$ cat src/rtl/sync_norm_pkg.sv
package sync_norm_pkg;
  // How the vertical one-shot measures its width.
  typedef enum logic {
    VW_CYCLES = 1'b0,  // width counted in sample-clock cycles
    VW_LINES  = 1'b1   // width counted in horizontal leading edges
  } vwidth_unit_e;
endpackage

$ cat src/rtl/sn_sync_edge.sv
// Multi-stage synchronizer followed by a rising-edge detector.
module sn_sync_edge #(
  parameter int STAGES = 2
) (
  input  logic clk,
  input  logic rst,
  input  logic din,
  output logic rise
);
  logic [STAGES-1:0] chain;
  logic              last;

  always_ff @(posedge clk) begin
    if (rst) begin
      chain <= '0;
      last  <= 1'b0;
    end else begin
      chain <= {chain[STAGES-2:0], din};
      last  <= chain[STAGES-1];
    end
  end

  assign rise = chain[STAGES-1] & ~last;
endmodule

$ cat src/rtl/sn_oneshot.sv
// Non-retriggerable counter one-shot. The pulse starts one cycle after
// trig and ends after WIDTH cycles in which tick was high.
module sn_oneshot #(
  parameter int WIDTH = 127
) (
  input  logic clk,
  input  logic rst,
  input  logic trig,
  input  logic tick,
  output logic active
);
  localparam int CW = (WIDTH < 2) ? 1 : $clog2(WIDTH + 1);

  logic [CW-1:0] remain;

  always_ff @(posedge clk) begin
    if (rst) begin
      active <= 1'b0;
      remain <= '0;
    end else if (!active) begin
      if (trig) begin
        active <= 1'b1;
        remain <= CW'(WIDTH - 1);
      end
    end else if (tick) begin
      if (remain == '0) active <= 1'b0;
      else              remain <= remain - 1'b1;
    end
  end
endmodule

$ cat src/rtl/sync_norm_top.sv
module sync_norm_top
  import sync_norm_pkg::*;
#(
  parameter int           H_WIDTH     = 127,       // 4.7 us at 27 MHz
  parameter vwidth_unit_e V_UNIT      = VW_CYCLES,
  parameter int           V_WIDTH     = 5184,      // 3 lines at 27 MHz
  parameter int           SYNC_STAGES = 2
) (
  input  logic clk,
  input  logic rst,
  input  logic hsync_raw,
  input  logic vsync_raw,
  output logic hsync_out,
  output logic vsync_out,
  output logic csync_n
);
  logic h_rise, v_rise, v_tick;
  logic h_pulse, v_pulse;

  // Equal synchronizer depth on both paths keeps their alignment.
  sn_sync_edge #(.STAGES(SYNC_STAGES)) u_h_sync (
    .clk(clk), .rst(rst), .din(hsync_raw), .rise(h_rise)
  );
  sn_sync_edge #(.STAGES(SYNC_STAGES)) u_v_sync (
    .clk(clk), .rst(rst), .din(vsync_raw), .rise(v_rise)
  );

  sn_oneshot #(.WIDTH(H_WIDTH)) u_h_shot (
    .clk(clk), .rst(rst), .trig(h_rise), .tick(1'b1), .active(h_pulse)
  );

  generate
    if (V_UNIT == VW_LINES) begin : g_vtick_lines
      assign v_tick = h_rise;
    end else begin : g_vtick_cycles
      assign v_tick = 1'b1;
    end
  endgenerate

  sn_oneshot #(.WIDTH(V_WIDTH)) u_v_shot (
    .clk(clk), .rst(rst), .trig(v_rise), .tick(v_tick), .active(v_pulse)
  );

  // Registered outputs, all taken from the same stage.
  always_ff @(posedge clk) begin
    if (rst) begin
      hsync_out <= 1'b0;
      vsync_out <= 1'b0;
      csync_n   <= 1'b1;
    end else begin
      hsync_out <= h_pulse;
      vsync_out <= v_pulse;
      csync_n   <= ~(h_pulse | v_pulse);
    end
  end
endmodule

$ cat config.mk
export PLATFORM = sky130hd
export DESIGN_NAME = sync_norm_top
export DESIGN_NICKNAME = d
export VERILOG_FILES = /design/src/rtl/sync_norm_pkg.sv /design/src/rtl/sn_sync_edge.sv /design/src/rtl/sn_oneshot.sv /design/src/rtl/sync_norm_top.sv
export SDC_FILE = /design/constraint.sdc
export NUM_CORES = 1
export LEC_CHECK = 0
export BUFFER_PORTS_ARGS = -buffer_cell sky130_fd_sc_hd__clkbuf_2
export CAP_MARGIN = 10
export CORE_MARGIN = 10
export CORE_UTILIZATION = 52
export CTS_CLUSTER_DIAMETER = 40
export CTS_CLUSTER_SIZE = 30
export DETAILED_ROUTE_END_ITERATION = 8
export PLACE_DENSITY_LB_ADDON = 0.1
export SETUP_SLACK_MARGIN = 0.5
export SLEW_MARGIN = 20
export SYNTH_ARGS = -nofsm -noshare
export SYNTH_HDL_FRONTEND = slang
export SYNTH_SLANG_ARGS = --single-unit
$ cat constraint.sdc
create_clock -name clk -period 2.3 [get_ports clk]
set_input_delay 0.46 -clock clk [delete_from_list [all_inputs] [get_ports clk]]
set_output_delay 0.46 -clock clk [all_outputs]
set_load 0.1 [all_outputs]
==> results.md <==
- Outcome: completed
- DRC Markers: 0
- Placed cell areas: 1455 um^2
- ANT nets after route: 0
- DRT Pass-1 Iters: 4
- RSZ-0062 raised after global routing: yes
- Fin. Hold Viols: 0
- Starting DRT DRC Count: 83
- Overall Power: 0.001210 W
- Type of origin of the critical path: register
- IO Port Bufs: 6
- FMAX: 0.5474 GHz
- Crit path max fanout: 4
- Rel. slew slack: 62.09%
- Async SR Flop Fraction: 0%
- Chip width: 72.01 um
- Post-route cell area: 1560 um^2
- Post-synth cell types: 45
- CTS buffer count: 5
- DR vias/cell: 6.051
- Clock latency on the worst-skew pair: 320 ps
- Min Tclk post-route: 1827 ps
- Vias in the first global route: 1077
- Area fraction of the dominant cell type after synthesis: 44.13%
- EDFF count, synth: 0
- Clk buf depth: 2
- Peak VDD IR: 0.5643 mV
- Initial Utilization: 55.75%
- CTS tree: yes
- Arr. time, crit path: 2080 ps
- Register area share after synthesis: 44.13%
- Largest net degree at the start of global routing: 17
- WS Path Type: register to register
- Fillers: 230
- Area leader, netlist: dfxtp_1
- Root Driver: clkbuf_4
- Grt ovf: 0
- PwrDens: 775.6 nW/um^2
- Count leader, synth: dfxtp_1
- Initial antenna violation count: 0
- Placer Congestion: 0.8778
- Leak: 0.5843 nW
- Area grow syn2layout: 10.94%
- Most common flop cell mapped by yosys: dfxtp_1
- Cells after Synth: 154
- Avg Cell Area, Syn: 9.132 um^2
- Wire per inst: 14.77 um
- Finish-stage setup viols: 0
- List of most frequent post-synthesis cells: dfxtp_1 (31), a21oi_1 (14), o21ai_0 (9)
- Depth of the CTS H-tree: 2
- FP Rows: 18
- DR vias: 1186
- Final Skew: 5.111 ps
- HPWL Detailed: 1974 um
- Clk pin slew, worst setup/hold paths: 90 ps
- Fraction of layout cells with a size suffix above 1: 21.69%
- Period utilization: 79.42%
- Hold crit path type: input port to register
- Final nets: 174
- Die Y: 72.01 um
- WP data required: 2550 ps
- First-pass GRT wire length: 4816 um
- Max-cap violations: 0
- Post-layout util: 61.86%
- Synth area leaders: dfxtp_1 (44%), a21oi_1 (5.0%), or4_1 (3.7%), ha_1 (3.6%), nor2b_1 (3.6%)
- Fin Setup TNS: 0 ps
- # clock sinks: 31
- CORE AREA: 2522 um^2
- ANT cells: 0
- Seq cells post-synth: 31
- Slew Viols, Final: 0
- Die area: 5185 um^2
- Syn Std Cell Area: 1406 um^2
- I/O pin cnt: 7
- Post-Route WL: 2895 um
- Net Count, Synth: 162
- CP Capture Type: register
- Hold buffer count at CTS: 0
- Worst-Margin Slew: 566.2 ps
- Yosys warnings: 0
- Overall Global Routing Usage: 11.23%
layout make-up:
class	count	area [um^2]	area share [%]
inverter	7	26.28	1.684
clock buffer	6	51.30	3.288
tap	30	37.54	2.406
sequential	31	626.9	40.18
multi-input combinational	110	745.7	47.79
clock inverter	1	5.005	0.3208
timing repair buffer	11	67.56	4.330
per-stage QoR:
step / cells / worst slack, ps / hold slack (ps)
2_1_floorplan: 154 / 507.3 / 413.8
3_3_place_gp: 186 / 445.5 / 424.7
3_5_place_dp: 186 / 426.5 / 430.9
4_1_cts: 194 / 474.3 / 323.5
5_1_grt: 196 / 358.6 / 338.2
6_report: 196 / 473.3 / 338.7
logic make-up (layout without fill, tap and decap cells):
| logic type | after synthesis | in the layout | share of synthesized area, % |
|---|---|---|---|
| AOI/OAI and AO/OA | 45 | 45 | 20.20 |
| xor gates and xnor gates | 2 | 2 | 1.246 |
| adders and majority gates | 4 | 4 | 3.559 |
| buffers and inverters | 13 | 25 | 4.805 |
| DFF | 31 | 31 | 44.13 |
| muxes | 2 | 2 | 1.512 |
| and+or+nand+nor | 57 | 57 | 24.56 |
sequential cells by signal, summed over array words and instances (netlist names), 2 cells and up:
name,count
u_h_sync.chain,2
u_v_shot.remain,13
u_h_shot.remain,7
u_v_sync.chain,2
cell usage in the layout, fill, tap and decap left out, types with 5 or more instances in the layout:
cell type | netlist | routed
clkbuf_2 | 0 | 6
dfxtp_1 | 31 | 26
a21oi_1 | 14 | 14
dfxtp_2 | 0 | 5
nand2_1 | 6 | 6
or4_1 | 7 | 7
a31oi_1 | 6 | 6
nor2b_1 | 8 | 8
o21ai_0 | 9 | 8
inv_1 | 7 | 6
buf_4 | 1 | 5
nor2_1 | 8 | 8
clkbuf_4 | 0 | 5
report_power, final:
part           leakage [nW]  internal [W]  switching [W]
combinational         0.294      0.000112       0.000158
clock                0.0341      0.000141       0.000174
sequential            0.256      0.000581      0.0000440
what timing repair did:
action,CTS,global route
pin swaps,1,1
resized for setup,7,3
endpoints found under the setup margin,4,6
setup buffers,1,2
worst paths after layout:
check                                     end  depth (start not counted)  slack, ps                            start
max          u_v_shot.remain[10]$_SDFFE_PP0P_                          4        470  u_v_shot.remain[6]$_SDFFE_PP0P_
min              u_v_sync.chain[0]$_SDFF_PP0_                          2        340                        vsync_raw
max reg2reg  u_v_shot.remain[10]$_SDFFE_PP0P_                          4        470  u_v_shot.remain[6]$_SDFFE_PP0P_
min reg2reg      u_v_sync.chain[1]$_SDFF_PP0_                          1        450     u_v_sync.chain[0]$_SDFF_PP0_
metal layers:
| layer | track usage [%] | wire length (um) |
|---|---|---|
| met1 | 14.96 | 1470 |
| met2 | 15.49 | 1211 |
| met3 | 3.673 | 164 |
| met4 | 6.022 | 50 |
| met5 | 0 | 0 |
worst max-delay path, stage by stage (launching register included):
cell	delay [ps]
dfxtp_2	350
or4_4	550
or3_1	330
or4_1	400
a31oi_1	130
Note: power is estimated with default switching activity, not from simulation.
